## config.mk

```make
export PLATFORM = sky130hd
export DESIGN_NAME = bus_master_seq
export DESIGN_NICKNAME = d
export VERILOG_FILES = /design/src/rtl/bus_master_pkg.sv /design/src/rtl/bus_beat_track.sv /design/src/rtl/bus_sel_watch.sv /design/src/rtl/bus_master_seq.sv
export SDC_FILE = /design/constraint.sdc
export NUM_CORES = 1
export LEC_CHECK = 0
export BUFFER_PORTS_ARGS = -buffer_cell sky130_fd_sc_hd__buf_4
export CAP_MARGIN = 20
export CORE_MARGIN = 8
export CORE_UTILIZATION = 40
export DETAILED_ROUTE_END_ITERATION = 10
export PLACE_DENSITY = 0.69
export SLEW_MARGIN = 20
export SYNTH_ARGS = -nofsm -noshare
export SYNTH_HDL_FRONTEND = slang
export SYNTH_SLANG_ARGS = --single-unit
```

## constraint.sdc

```tcl
create_clock -name clk -period 3.1 [get_ports clk]
set_clock_uncertainty 0.15 [all_clocks]
set_input_delay 0.31 -clock clk [delete_from_list [all_inputs] [get_ports clk]]
set_output_delay 0.31 -clock clk [all_outputs]
set_load 0.05 [all_outputs]
```

## src/rtl/bus_master_pkg.sv

```systemverilog
package bus_master_pkg;

    typedef enum logic [2:0] {
        ST_IDLE,
        ST_REQ,
        ST_ADDR,
        ST_DATA,
        ST_TURN
    } seq_state_e;

    typedef enum logic [1:0] {
        END_OK    = 2'd0,
        END_RETRY = 2'd1,
        END_DISC  = 2'd2,
        END_ABORT = 2'd3
    } end_kind_e;

    typedef struct packed {
        logic [3:0] cmd;
        logic [3:0] be;
    } req_ctl_t;

    function automatic logic cmd_writes(input logic [3:0] cmd);
        return cmd[0];
    endfunction

endpackage

```

## src/rtl/bus_beat_track.sv

```systemverilog
module bus_beat_track #(
    parameter int LEN_W = 8
) (
    input  logic             clk,
    input  logic             rst,
    input  logic             load,
    input  logic [LEN_W-1:0] len,
    input  logic             xfer,
    output logic [LEN_W-1:0] count,
    output logic             last
);
    logic [LEN_W-1:0] left_q;
    logic [LEN_W-1:0] cnt_q;

    always_ff @(posedge clk) begin
        if (rst) begin
            left_q <= '0;
            cnt_q  <= '0;
        end else if (load) begin
            left_q <= (len == '0) ? LEN_W'(1) : len;
            cnt_q  <= '0;
        end else if (xfer) begin
            left_q <= left_q - LEN_W'(1);
            cnt_q  <= cnt_q + LEN_W'(1);
        end
    end

    assign count = cnt_q;
    assign last  = (left_q == LEN_W'(1));


    beat_never_under_chk: assert property (@(posedge clk) disable iff (rst)
        (xfer && !load) |-> (left_q != '0));
endmodule

```

## src/rtl/bus_sel_watch.sv

```systemverilog
module bus_sel_watch #(
    parameter int LIMIT = 5
) (
    input  logic clk,
    input  logic rst,
    input  logic clear,
    input  logic active,
    input  logic devsel_n,
    output logic expired
);
    localparam int CW = $clog2(LIMIT + 1);

    logic [CW-1:0] cyc_q;
    logic          seen_q;

    always_ff @(posedge clk) begin
        if (rst || clear) begin
            cyc_q  <= '0;
            seen_q <= 1'b0;
        end else if (active) begin
            if (!devsel_n) seen_q <= 1'b1;
            if (cyc_q != CW'(LIMIT - 1)) cyc_q <= cyc_q + CW'(1);
        end
    end

    assign expired = active && !seen_q && devsel_n && (cyc_q == CW'(LIMIT - 1));


    seen_hold_chk: assert property (@(posedge clk) disable iff (rst)
        (seen_q && !clear) |=> seen_q);
endmodule

```

## src/rtl/bus_master_seq.sv

```systemverilog
module bus_master_seq
    import bus_master_pkg::*;
#(
    parameter int DW        = 32,
    parameter int LEN_W     = 8,
    parameter int SEL_LIMIT = 5
) (
    input  logic             clk,
    input  logic             rst,
    input  logic             req_valid,
    input  logic [3:0]       req_cmd,
    input  logic [DW-1:0]    req_addr,
    input  logic [LEN_W-1:0] req_len,
    input  logic [3:0]       req_be,
    input  logic [DW-1:0]    wr_data,
    output logic [LEN_W-1:0] wr_idx,
    output logic             rd_valid,
    output logic [DW-1:0]    rd_data,
    output logic             done,
    output logic [1:0]       end_kind,
    output logic [LEN_W-1:0] end_count,
    output logic             req_n_o,
    input  logic             gnt_n_i,
    output logic             frame_n_o,
    output logic             frame_oe,
    output logic             irdy_n_o,
    output logic             irdy_oe,
    output logic [DW-1:0]    ad_o,
    output logic             ad_oe,
    input  logic [DW-1:0]    ad_i,
    output logic [3:0]       cbe_o,
    output logic             cbe_oe,
    input  logic             trdy_n_i,
    input  logic             stop_n_i,
    input  logic             devsel_n_i
);
    seq_state_e       state_q, state_d;
    req_ctl_t         ctl_q;
    logic [DW-1:0]    addr_q;
    logic [LEN_W-1:0] len_q;
    end_kind_e        kind_q, kind_d;
    logic [LEN_W-1:0] ecnt_q, ecnt_d;
    logic             rdv_q;
    logic [DW-1:0]    rdd_q;

    logic             in_addr, in_data, in_turn;
    logic             xfer, stop_hit, sel_expired, last;
    logic [LEN_W-1:0] beats;

    assign in_addr  = (state_q == ST_ADDR);
    assign in_data  = (state_q == ST_DATA);
    assign in_turn  = (state_q == ST_TURN);
    assign xfer     = in_data && !trdy_n_i;
    assign stop_hit = in_data && !stop_n_i;

    bus_beat_track #(.LEN_W(LEN_W)) u_beats (
        .clk   (clk),
        .rst   (rst),
        .load  (in_addr),
        .len   (len_q),
        .xfer  (xfer),
        .count (beats),
        .last  (last)
    );

    bus_sel_watch #(.LIMIT(SEL_LIMIT)) u_watch (
        .clk      (clk),
        .rst      (rst),
        .clear    (in_addr),
        .active   (in_data),
        .devsel_n (devsel_n_i),
        .expired  (sel_expired)
    );

    always_comb begin
        state_d = state_q;
        kind_d  = kind_q;
        ecnt_d  = ecnt_q;
        unique case (state_q)
            ST_IDLE: if (req_valid) state_d = ST_REQ;
            ST_REQ:  if (!gnt_n_i)  state_d = ST_ADDR;
            ST_ADDR: state_d = ST_DATA;
            ST_DATA: begin
                if (stop_hit) begin
                    kind_d  = (beats == '0 && !xfer) ? END_RETRY : END_DISC;
                    ecnt_d  = beats + LEN_W'(xfer);
                    state_d = ST_TURN;
                end else if (xfer && last) begin
                    kind_d  = END_OK;
                    ecnt_d  = beats + LEN_W'(1);
                    state_d = ST_TURN;
                end else if (sel_expired) begin
                    kind_d  = END_ABORT;
                    ecnt_d  = beats;
                    state_d = ST_TURN;
                end
            end
            ST_TURN: state_d = ST_IDLE;
            default: state_d = ST_IDLE;
        endcase
    end

    always_ff @(posedge clk) begin
        if (rst) begin
            state_q <= ST_IDLE;
            ctl_q   <= '0;
            addr_q  <= '0;
            len_q   <= '0;
            kind_q  <= END_OK;
            ecnt_q  <= '0;
            rdv_q   <= 1'b0;
            rdd_q   <= '0;
        end else begin
            state_q <= state_d;
            kind_q  <= kind_d;
            ecnt_q  <= ecnt_d;
            rdv_q   <= xfer && !cmd_writes(ctl_q.cmd);
            if (xfer) rdd_q <= ad_i;
            if (state_q == ST_IDLE && req_valid) begin
                ctl_q.cmd <= req_cmd;
                ctl_q.be  <= req_be;
                addr_q    <= req_addr;
                len_q     <= req_len;
            end
        end
    end

    assign req_n_o   = (state_q != ST_REQ);
    assign frame_oe  = in_addr || in_data || in_turn;
    assign frame_n_o = !(in_addr || (in_data && !last));
    assign irdy_oe   = in_data || in_turn;
    assign irdy_n_o  = !in_data;
    assign ad_oe     = in_addr || (in_data && cmd_writes(ctl_q.cmd));
    assign ad_o      = in_addr ? addr_q : wr_data;
    assign cbe_oe    = in_addr || in_data;
    assign cbe_o     = in_addr ? ctl_q.cmd : ~ctl_q.be;
    assign wr_idx    = beats;
    assign rd_valid  = rdv_q;
    assign rd_data   = rdd_q;
    assign done      = in_turn;
    assign end_kind  = kind_q;
    assign end_count = ecnt_q;


    req_hold_chk: assert property (@(posedge clk) disable iff (rst)
        (!req_n_o && gnt_n_i) |=> !req_n_o);

    addr_phase_chk: assert property (@(posedge clk) disable iff (rst)
        $rose(frame_oe) |-> (!frame_n_o && ad_oe && cbe_oe && req_n_o));

    irdy_hold_chk: assert property (@(posedge clk) disable iff (rst)
        (irdy_oe && !irdy_n_o && trdy_n_i && stop_n_i && !sel_expired) |=> (irdy_oe && !irdy_n_o));

    rd_from_xfer_chk: assert property (@(posedge clk) disable iff (rst)
        rd_valid |-> $past(!trdy_n_i && !irdy_n_o && irdy_oe));

    frame_rise_chk: assert property (@(posedge clk) disable iff (rst)
        ($rose(frame_n_o) && frame_oe) |-> (!irdy_n_o || done));

    end_release_chk: assert property (@(posedge clk) disable iff (rst)
        done |-> (irdy_oe && irdy_n_o && frame_n_o && !ad_oe && !cbe_oe));

    retry_zero_chk: assert property (@(posedge clk) disable iff (rst)
        (done && end_kind == END_RETRY) |-> (end_count == '0));
endmodule

```

# == Yosys cells after proc, flatten, opt, wreduce, memory -nomap -nowiden ==
# Index checks and enable logic that the tools add are counted.
# totals
register_bits,114
elab_cells,83
# classes
add_sub_neg,4
eq_ne,11
mux,18
bitwise_logic,2
reduce_logical,35
# op_table
operator,count
8-bit two-way mux,6
32-bit two-way mux,1
8-bit zero test,2
3-bit two-way mux,5
3-bit one-hot mux with 4 select lines,1
1-bit logical AND,11
8-bit by 1-bit adder with 8-bit output,1
"8-bit by 1-bit adder with 8-bit output, second input constant",1
"8-bit by 1-bit == test with 1-bit output, second input constant",1
1-bit zero test,8
2-bit two-way mux,4
"8-bit by 1-bit subtractor with 8-bit output, second input constant",1
"3-bit by 2-bit == test with 1-bit output, second input constant",2
"3-bit == test, second input constant",2
1-bit logical OR,6
2-bit AND reduction,3
4-bit two-way mux,1
"2-bit != test, second input constant",2
"4-bit by 1-bit != test with 1-bit output, second input constant",1
4-bit inverter,1
"3-bit by 1-bit adder with 3-bit output, second input constant",1
"3-bit by 1-bit == test with 1-bit output, second input constant",1
3-bit zero test,1
"3-bit by 1-bit != test with 1-bit output, second input constant",1
6 further kinds,6

# == Longest topological paths before layout ==
# Gate-level depths: netlist of run 1.
# depth
depth_word,8
depth_mapped,10
depth_no_buf,7

# == Cells and area by module ==
# Synthesis of run 1 repeated with hierarchy kept, for this count alone.
# hier_totals
hier_cells,622
area_unflattened_um2,5177.5
# modules_own_cells
mod,n_inst,cells_per_inst,area_per_inst_um2,seq_area_each_um2
bus_master_seq,1,501,4082.7,1881.8
bus_beat_track,1,98,858.3,320.3
bus_sel_watch,1,23,236.5,80.1

# == Worst setup path before layout of run 1 ==
# OpenSTA, ideal clock, no wires.
# synth_path
path_type,reg2out
start,register u_beats.left_q[1]
end,output frame_n_o
t_arrival_ps,2187
path_slack_ps,453
path_stages_with_launch,5
path_buffers,0
path_cell_list,dfxtp_1 -> inv_1 -> ha_1 -> or3b_1 -> o31ai_1
# synth_via
elab_chain_cells,5
# synth_lines
item,line,text
start: declaration,bus_beat_track.sv:12,logic [LEN_W-1:0] left_q;
start signal: assignment,bus_beat_track.sv:20,left_q <= (len == '0) ? LEN_W'(1) : len;
start signal: assignment,bus_beat_track.sv:23,left_q <= left_q - LEN_W'(1);
8-bit by 1-bit == test with 1-bit output,bus_beat_track.sv:29,assign last = (left_q == LEN_W'(1));
1-bit zero test,bus_master_seq.sv:130,assign frame_n_o = !(in_addr || (in_data && !last));
1-bit logical AND,bus_master_seq.sv:130,
1-bit logical OR,bus_master_seq.sv:130,
1-bit zero test,bus_master_seq.sv:130,
end: declaration,bus_master_seq.sv:24,"output logic frame_n_o,"
# No other way between the ends.

# == Worst setup path in the final report of run 1 ==
# layout_path
start,register state_q[2]
end,output ad_o[21]
# layout_via
elab_chain_cells,2
# layout_lines
item,line,text
start: declaration,bus_master_seq.sv:37,"seq_state_e state_q, state_d;"
start signal: assignment,bus_master_seq.sv:114,state_q <= state_d;
3-bit by 2-bit == test with 1-bit output,bus_master_seq.sv:50,assign in_addr = (state_q == ST_ADDR);
32-bit two-way mux,bus_master_seq.sv:134,assign ad_o = in_addr ? addr_q : wr_data;
end: declaration,bus_master_seq.sv:28,"output logic [DW-1:0] ad_o,"
# No other way between the ends.

==> results of run 1 <==
==> state kept, by name, indices dropped and copies added (netlist names) <==
register	count
addr_q	32
ctl_q	8
end_count	8
end_kind	2
len_q	8
rd_data	32
rd_valid	1
state_q	3
u_beats.count	8
u_beats.left_q	8
u_watch.cyc_q	3
u_watch.seen_q	1
==> routing by layer <==
layer	track usage (%)	vias up	share of wire, %
met4	8.777	0	2.2
met5	0	-	0
met1	23.73	2544	43
li1	-	2849	-
met2	34.53	190	47
met3	7.436	28	8.2
==> how the worst min path moves through the flow <==
stage,from,endpoint,slack (ns),cells after the start
after floorplan,ctl_q[0]$_SDFFE_PP0P_,ctl_q[0]$_SDFFE_PP0P_,0.28,2
after global placement,ctl_q[0]$_SDFFE_PP0P_,ctl_q[0]$_SDFFE_PP0P_,0.29,2
after detailed placement,ctl_q[2]$_SDFFE_PP0P_,ctl_q[2]$_SDFFE_PP0P_,0.30,2
after CTS,req_addr[30],addr_q[30]$_SDFFE_PP0P_,0.006,3
after global routing,ad_i[5],rd_data[5]$_SDFFE_PP0P_,0.01,3
final,req_addr[30],addr_q[30]$_SDFFE_PP0P_,0.02,3
==> stage by stage <==
stage               power, mW  hold WS [ns]  area, sq um  setup WS (ns)  std cells
finish                  4.157       0.02461         8147         0.3779       1157
global route            4.331      0.009863         8147         0.2084       1157
CTS                     4.198      0.005994         8147         0.3947       1157
detailed placement      2.298        0.2963         6833         0.7465       1049
global placement        2.293        0.2914         6833         0.7710       1049
floorplan               2.022        0.2832         5126         0.4533        704
==> cell type report <==
cell class / count / area (sq um) / area share, %
Inverter: 12 / 45.04 / 0.5529
Clock inverter: 5 / 50.05 / 0.6143
Sequential cell: 114 / 2282 / 28.01
Timing Repair Buffer: 299 / 2435 / 29.89
Multi-Input combinational cell: 528 / 2616 / 32.11
Tap cell: 172 / 215.2 / 2.642
Clock buffer: 27 / 503.0 / 6.174
==> Yosys cell counts (4+ instances only) <==
library cell  instances  area, sq um
xor2_1                5        43.79
xnor2_1              13        113.9
nor3_1                8        40.04
a21oi_1              95        475.5
clkbuf_1             34        127.6
o21ai_0               8        40.04
nor4_1                4        25.02
ha_1                  7        87.58
inv_1                11        41.29
a211oi_1              5        37.54
nor2_1               36        135.1
dfxtp_1             114         2282
nand3_1               9        45.04
or3_1                 5        31.28
nand2_1             281         1055
buf_2                14        70.07
==> logic make-up (layout without fill, tap and decap cells) <==
family,after synthesis,in the layout,synth area share [%]
AND/OR/NAND/NOR,371,371,30.90
AO/OA/AOI/OAI,132,132,14.69
flip-flops,114,114,44.52
buffers and inverters,62,343,5.101
XOR/XNOR,18,18,3.075
adder cells (fa/ha/maj),7,7,1.708
==> power groups by stage <==
stage          Sequential, mW  Combinational, mW  Clock (mW)
2_1_floorplan            1.60              0.417           0
3_3_place_gp             1.60              0.695           0
3_5_place_dp             1.60              0.698           0
4_1_cts                  1.57              0.779        1.85
5_1_grt                  1.58              0.841        1.91
6_report                 1.57              0.781        1.80
==> worst max-delay path, cell delays in order (launching register included) <==
cell and delay [ns]:
dfxtp_1 0.58, nand2b_1 0.26, inv_1 0.11, nand2_1 0.08
buf_4 0.36, nand2_1 0.13, nand2_1 0.11, buf_4 0.20
==> impl_metrics.csv, run 1 <==
group,metric,value,unit
power,power_density,510.2,mW/mm^2
logic_synthesis,syn_area,0.005126,sq mm
sta,period_share,87.81,%
placement,hpwl,11090,um
die,initial_core_util,40.79,%
cts,postCtsSetupRepairBufs,0,
sta,max_slew.worst_pin.slew,0.7841,ns
setup_path,crit_required,2.64,ns
final_layout,final_util,64.82,%
final_layout,n_fill_cell,1092,
setup_path,r2r_cells,4,
die,die_x,129.2,um
routing,vias,5611,
global_routing,globalRouteOverflowTotal,0,
power,ir_worst_vdd,0.3367,mV
setup_path,worstSetupPathType,"flip-flop to output pin",
cts,post_cts_resized,0,
placement,io_buffers,213,
status,status,"finished, final reports clean",
cts,ctsHoldBuffers,76,
placement,gp_congestion,0.8071,
sta,post-route-min-period,2.722,ns
cts,clk_pin_slew_worst_paths,0.05,ns
routing,ant_nets,0,
power,power_frac_comb,18.8,%
setup_path,critPathArrivalTime,2.26,ns
power,power.leakage,3.513,nW
die,num_rows,41,
logic_synthesis,synth_cells,704,
run,cap_violations,0,
final_layout,nets,1098,
min_path,hp-class,"input pin to flip-flop",
global_routing,grt_pass1_vias,5729,
routing,vias_per_cell,4.850,
setup_path,cp-start-kind,"flip-flop",
power,pwr-share-seq,37.8,%
sta,fin_setup_tns,0,ns
routing,drc,0,
setup_path,cp-end-kind,"output pin",
final_layout,final_layout_size_suffix_gt1_share,26.90,%
setup_path,endpoint,"ad_o[21]",
final_layout,final_common_cell,"nand2_1",
global_routing,globalRouteTotalUtil,20.80,%
final_layout,syn2layout_area_growth,58.92,%
logic_synthesis,seq_area_frac_synth,44.52,%
cts,cts_max_level,4,
sta,rsz0062_at_grt,"no",
cts,cts-root-buf,"clkbuf_16",
power,p_switching,1.130,mW
final_layout,n_antenna_cell,0,
routing,wirelength,17090,um
routing,wl_per_cell,14.77,um
power,sw_frac_of_total,27.18,%
logic_synthesis,yosysWarningCount,0,
final_layout,final_cell_mix,"281 x nand2_1, 223 x buf_4, 114 x dfxtp_1",
cts,cts.sinks,114,
setup_path,reg2reg_slack,0.69,ns
cts,insertion_delay,0.41,ns
setup_path,r2r_start,"state_q[1]$_SDFFE_PP0P_",
logic_synthesis,synth_area_per_cell,7.281,sq um
power,clkPwrFrac,43.4,%
setup_path,cp-startpoint,"state_q[2]$_SDFFE_PP0P_",
cts,cts_made_buffers,17,
logic_synthesis,synth-main-ff-cell,"dfxtp_1",
setup_path,crit_fanout,39,
global_routing,grt_antenna_before_repair,0,
die,die_h,129.2,um
sta,setup_viol_count_final,0,
cts,tritoncts,"built",
power,internal_power,3.027,mW
global_routing,grt_pass1_wl,27790,um
logic_synthesis,synthDistinctLibCells,56,
routing,firstDrtPassIters,4,
die,coreArea,0.01257,sq mm
routing,dr.first_iter.drc_count,366,
sta,slew_viol_final,0,
setup_path,rr_endpoint,"u_beats.left_q[6]$_SDFFE_PP0P_",
sta,final-hold-violation-count,0,
logic_synthesis,ys_ff_latch,114,
global_routing,grt_max_degree,55,
logic_synthesis,postSynth.asyncResetShare,0,%
cts,clockBufferDepth,2,
sta,max_freq,0.3674,GHz
sta,relSlewSlack,47.65,%
logic_synthesis,synth-edff-count,0,
die,pin_count,214,
die,die-area,0.01669,sq mm
logic_synthesis,synth_nets,830,
(Power assumes the default switching activity.)
==> inputs of run 2 (changes only) <==
--- a/constraint.sdc
+++ b/constraint.sdc
@@ -3,3 +3,3 @@
 set_input_delay 0.31 -clock clk [delete_from_list [all_inputs] [get_ports clk]]
 set_output_delay 0.31 -clock clk [all_outputs]
-set_load 0.05 [all_outputs]
+set_load 0.005 [all_outputs]
==> run 2 against run 1 <==
Against the previous run:
- worst hold slack worse by 0.017 ns
- fmax up 3.5%
- die area unchanged
- combinational power down 30%
- cell count down 2.7%
- worst setup slack better by 0.092 ns
- critical path depth unchanged
- register-to-register slack about the same
==> impl_metrics.csv, run 2 (synthesis gave the netlist of run 1 again) <==
group,metric,value,unit
final_layout,final_layout_size_suffix_gt1_share,28.20,%
sta,max_freq,0.3802,GHz
power,report.power.total,4.281,mW
global_routing,globalRouteTotalUtil,19.36,%
setup_path,cp-end-kind,"output pin",
power,power_frac_comb,12.8,%
sta,slew_viol_final,0,
placement,io_buffers,213,
die,die_x,129.2,um
setup_path,critPathArrivalTime,2.17,ns
power,sw_frac_of_total,22.36,%
power,internal_power,3.324,mW
setup_path,crit_fanout,39,
final_layout,final_cell_mix,"281 x nand2_1, 222 x buf_4, 114 x dfxtp_1",
sta,rsz0062_at_grt,"no",
die,die_h,129.2,um
final_layout,final_common_cell,"nand2_1",
cts,cts_max_level,4,
final_layout,n_antenna_cell,0,
cts,cts-root-buf,"clkbuf_16",
cts,insertion_delay,0.40,ns
power,power.leakage,3.437,nW
status,status,"finished, final reports clean",
cts,post_cts_resized,0,
sta,timing.hold.ws,0.008112,ns
placement,gp_congestion,0.7841,
cts,postCtsSetupRepairBufs,0,
global_routing,busiest_layer,"met2",
power,p_switching,957.4,uW
setup_path,cpMaxStageDelayCell,"dfxtp_1",
routing,vias,5453,
global_routing,grt_antenna_before_repair,0,
routing,wirelength,16170,um
cts,clockBufferDepth,2,
setup_path,cp_common_cell,"nand2_1",
sta,relSlewSlack,48.69,%
routing,drc,0,
cts,ctsHoldBuffers,46,
die,num_rows,41,
final_layout,nets,1068,
global_routing,grt_pass1_wl,26190,um
setup_path,reg2reg_slack,0.69,ns
final_layout,syn2layout_area_growth,55.41,%
min_path,hp-class,"input pin to flip-flop",
global_routing,globalRouteOverflowTotal,0,
routing,dr.first_iter.drc_count,348,
placement,hpwl,11200,um
sta,fin_setup_tns,0,ns
power,clkPwrFrac,50.5,%
routing,vias_per_cell,4.843,
run,cap_violations,0,
routing,firstDrtPassIters,5,
final_layout,stdcell_count,1126,
setup_path,crit_required,2.64,ns
global_routing,gr-usage-met2,32.11,%
power,power_density,537.4,mW/mm^2
routing,wl_per_cell,14.36,um
routing,ant_nets,0,
final_layout,design_area,0.007966,sq mm
placement,place_area,0.006845,sq mm
power,ir_worst_vdd,0.3627,mV
sta,setup_viol_count_final,0,
die,initial_core_util,40.79,%
cts,clk_pin_slew_worst_paths,0.05,ns
sta,final-hold-violation-count,0,
final_layout,final_util,63.38,%
global_routing,grt.met1_usage,22.62,%
global_routing,grt_pass1_vias,5464,
setup_path,cpPeakStageDelay,0.60,ns
setup_path,worstPathCellList,"nand2b_1, inv_1, nand2_1, buf_4, nand2_1, nand2_1, buf_4",
placement,place_inst,1049,
setup_path,worstSetupPathType,"flip-flop to output pin",
sta,worst_slack,0.4698,ns
sta,post-route-min-period,2.630,ns
setup_path,cp-start-kind,"flip-flop",
die,pin_count,214,
placement,dpl_worst_slack,0.7388,ns
die,die-area,0.01669,sq mm
global_routing,gr-usage-met3,6.697,%
cts,cts_made_buffers,17,
cts,cts.sinks,114,
die,coreArea,0.01257,sq mm
global_routing,grt_max_degree,57,
sta,period_share,84.85,%
cts,tritoncts,"built",
sta,max_slew.worst_pin.slew,0.7685,ns
power,pwr-share-seq,36.7,%
[run 2: changes by cell type in the layout (fill, tap and decap cells not counted), sizes merged]
cell and delta:
bufinv +4, clkbuf -5, clkinv -1, dlygate4sd3 -30
clkinvlp +1
[run 2: worst paths after layout]
kind | cells after the start | start | endpoint
setup / recovery | 7 | state_q[2]$_SDFFE_PP0P_ | ad_o[0]
hold / removal | 3 | req_addr[0] | addr_q[0]$_SDFFE_PP0P_
setup reg to reg | 4 | state_q[1]$_SDFFE_PP0P_ | u_beats.left_q[6]$_SDFFE_PP0P_
hold reg to reg | 2 | ctl_q[2]$_SDFFE_PP0P_ | ctl_q[2]$_SDFFE_PP0P_
[run 2: area by class of cell]
class                      instances  area [sq um]
clock buffer                      22         484.2
clock inverter                     9         176.4
fill                            1135          4602
inverter                          12         45.04
multi-input combinational        528          2616
sequential                       114          2282
tap                              172         215.2
timing repair buffer             269          2147
[run 2: per-layer routing]
metal  up-vias  part of all wire, %
met5         -                    0
met3        21                  8.4
met1      2459                   44
met4         0                  1.7
met2       182                   46
li1       2791                    -
[run 2: power groups by stage]
| stage | registers (mW) | logic (mW) | clock network, mW |
|---|---|---|---|
| CTS | 1.57 | 0.553 | 2.20 |
| detailed placement | 1.60 | 0.503 | 0 |
| floorplan | 1.58 | 0.249 | 0 |
| global placement | 1.60 | 0.500 | 0 |
| global route | 1.58 | 0.607 | 2.27 |
| finish | 1.57 | 0.547 | 2.16 |
[run 2: worst max-delay path: cells and delay by family (launching register included)]
family,cells,cell delay (ns)
DFF,1,0.60
and+or+nand+nor,4,0.57
buffers and inverters,3,0.59
==> inputs of run 3 (changes only) <==
- ABC_AREA: unset -> 1
- PLACE_DENSITY: 0.69 -> 0.71
- clock period: 3.1 -> 2.3 ns (I/O delays scaled with it)
==> run 3 against run 2 <==
Against the previous run:
- worst hold slack better by 0.014 ns
- cell count up 5.5%
- clock power up 27%
- critical endpoint is now ad_o[17]
- sequential share of layout area down 1.0 points
==> impl_metrics.csv, run 3 <==
group,metric,value,unit
logic_synthesis,synth-edff-count,0,
sta,final-hold-violation-count,0,
cts,cts_made_buffers,17,
status,status,"finished, final reports clean",
sta,worst_slack,0.1379,ns
setup_path,crit_required,1.92,ns
setup_path,crit_fanout,53,
placement,dpl_worst_slack,0.3670,ns
setup_path,path_delay_family,"buffers and inverters",
logic_synthesis,yosysWarningCount,0,
sta,period_share,94.01,%
power,power_density,725.5,mW/mm^2
final_layout,final_cell_mix,"220 x buf_4, 129 x o21ai_0, 114 x dfxtp_1",
cts,clk_pin_slew_worst_paths,0.05,ns
cts,tritoncts,"built",
routing,vias,5666,
run,cap_violations,0,
logic_synthesis,synth_common_cells,"142 x o21ai_0, 114 x dfxtp_1, 104 x nor2_1, 93 x inv_1, 91 x nand2_1",
die,die_x,129.0,um
logic_synthesis,synth_area_leader_cell,"dfxtp_1",
routing,dr.first_iter.drc_count,271,
logic_synthesis,yosysMostFrequentCell,"o21ai_0",
global_routing,grt_antenna_before_repair,0,
power,report.power.total,5.990,mW
die,coreArea,0.01252,sq mm
cts,cts_max_level,4,
power,power.leakage,3.779,nW
min_path,hp-class,"input pin to flip-flop",
sta,setup_viol_count_final,0,
routing,maxUsedRoutingLayer,"met4",
routing,met2_length,7756,um
final_layout,final_common_cell,"buf_4",
logic_synthesis,synthDistinctLibCells,32,
logic_synthesis,synth-main-ff-cell,"dfxtp_1",
final_layout,stdcell_count,1188,
logic_synthesis,syn_area,0.005105,sq mm
global_routing,globalRouteOverflowTotal,0,
sta,max_slew.worst_pin.slew,0.5019,ns
placement,place_inst,1078,
sta,relSlewSlack,66.46,%
final_layout,syn2layout_area_growth,61.74,%
routing,vias_per_cell,4.769,
logic_synthesis,synth_area_per_cell,7.041,sq um
routing,wl_met3,1860,um
sta,rsz0062_at_grt,"no",
final_layout,final_util,65.96,%
setup_path,cp-end-kind,"output pin",
die,pin_count,214,
final_layout,nets,1130,
logic_synthesis,seq_area_frac_synth,44.71,%
logic_synthesis,yosysTopAreaCellShare,44.71,%
global_routing,grt_pass1_wl,27370,um
die,num_rows,41,
cts,cts-root-buf,"clkbuf_16",
routing,wirelength,17460,um
setup_path,cpMaxStageDelayCell,"dfxtp_1",
final_layout,n_antenna_cell,0,
global_routing,grt_pass1_vias,5599,
routing,met1Wirelength,7535,um
logic_synthesis,synth_cells,725,
logic_synthesis,yosys-top-cells-area,"dfxtp_1 45%, o21ai_0 14%, nor2_1 7.6%, inv_1 6.8%, nand2_1 6.7%",
logic_synthesis,postSynth.asyncResetShare,0,%
cts,clockBufferDepth,2,
sta,max_freq,0.4625,GHz
die,die-area,0.01663,sq mm
die,initial_core_util,40.78,%
cts,cts.sinks,114,
placement,io_buffers,213,
routing,ant_nets,0,
final_layout,final_layout_size_suffix_gt1_share,25.89,%
setup_path,cp-start-kind,"flip-flop",
power,ir_worst_vdd,0.4752,mV
setup_path,critPathArrivalTime,1.78,ns
setup_path,worstPathCellList,"inv_1, nor2_2, nand2_2, buf_6, nand2_1, o21ai_1, buf_4",
cts,insertion_delay,0.40,ns
setup_path,path_buf_inv,3,
setup_path,worstSetupPathType,"flip-flop to output pin",
placement,gp_congestion,0.8653,
logic_synthesis,ys_ff_latch,114,
global_routing,globalRouteTotalUtil,20.72,%
global_routing,grt_max_degree,97,
sta,fin_setup_tns,0,ns
setup_path,cpPeakStageDelay,0.34,ns
die,die_h,129.0,um
routing,wl_per_cell,14.69,um
sta,post-route-min-period,2.162,ns
placement,hpwl,11620,um
sta,slew_viol_final,0,
routing,firstDrtPassIters,5,
logic_synthesis,synth_nets,851,
routing,drc,0,
[run 3: cell count changes in the layout (fill, tap and decap cells not counted), sizes merged, moves of 9 or more]
cell         previous run  this run
nand2                 281        96
o21ai                   9       143
inv                    12        94
nor2                   37       106
dlygate4sd3            46        79
a21oi                  95        68
xnor2                  13         0
nand3                   9        18
[run 3: logic make-up (layout without fill, tap and decap cells)]
| group | after synthesis | in the layout | share of synthesized area [%] |
|---|---|---|---|
| AND/OR/NAND/NOR | 236 | 236 | 19.12 |
| XOR/XNOR | 7 | 7 | 1.201 |
| flip-flops | 114 | 114 | 44.71 |
| buffers and inverters | 136 | 427 | 10.66 |
| AO/OA/AOI/OAI | 225 | 225 | 22.60 |
| adder cells (fa/ha/maj) | 7 | 7 | 1.716 |
[run 3: per-layer routing]
metal  up-vias  GRT usage, %
li1       2904             -
met3        27         9.599
met4         0         9.053
met1      2482         23.62
met5         -             0
met2       253         32.67
[run 3: cell type report]
type,instances,area [sq um]
Clock buffer,28,536.8
Clock inverter,3,90.09
Fill cell,1033,4260
Inverter,94,352.8
Multi-Input combinational cell,475,2286
Sequential cell,114,2282
Tap cell,172,215.2
Timing Repair Buffer,302,2494
[run 3: worst min-delay path, cell delays in order]
cell and delay [ns]:
buf_4 0.08, o21ai_0 0.09, a21oi_1 0.13
[run 3: metrics by stage]
stage,hold slack (ns),instance area [sq um]
floorplan,0.2425,5105
global placement,0.2494,6833
detailed placement,0.2647,6833
CTS,0.001446,8250
global route,0.008275,8257
finish,0.02240,8257
[run 3: report_power, final]
part	switching [mW]	total, mW	internal (mW)	leakage [nW]
sequential	0.0604	2.18	2.12	0.931
combinational	0.537	1.07	0.533	2.54
clock	0.835	2.74	1.90	0.307
total	1.43	5.99	4.56	3.78
[run 3: path summary, 6_finish.rpt]
check	startpoint	endpoint	slack (ns)	cells past startpoint
hold / removal	req_addr[0]	addr_q[0]$_SDFFE_PP0P_	0.02	3
setup reg to reg	state_q[0]$_SDFFE_PP0P_	end_count[6]$_SDFFE_PP0P_	0.34	10
hold reg to reg	ctl_q[4]$_SDFFE_PP0P_	rd_valid$_SDFF_PP0_	0.27	1
setup / recovery	state_q[1]$_SDFFE_PP0P_	ad_o[17]	0.14	7
[run 3: timing repair]
action,in CTS,in global routing
setup buffers,0,0
endpoints found under the setup margin,2,34
hold buffers,79,0
endpoints found under the hold margin,86,0
resized for setup,2,13
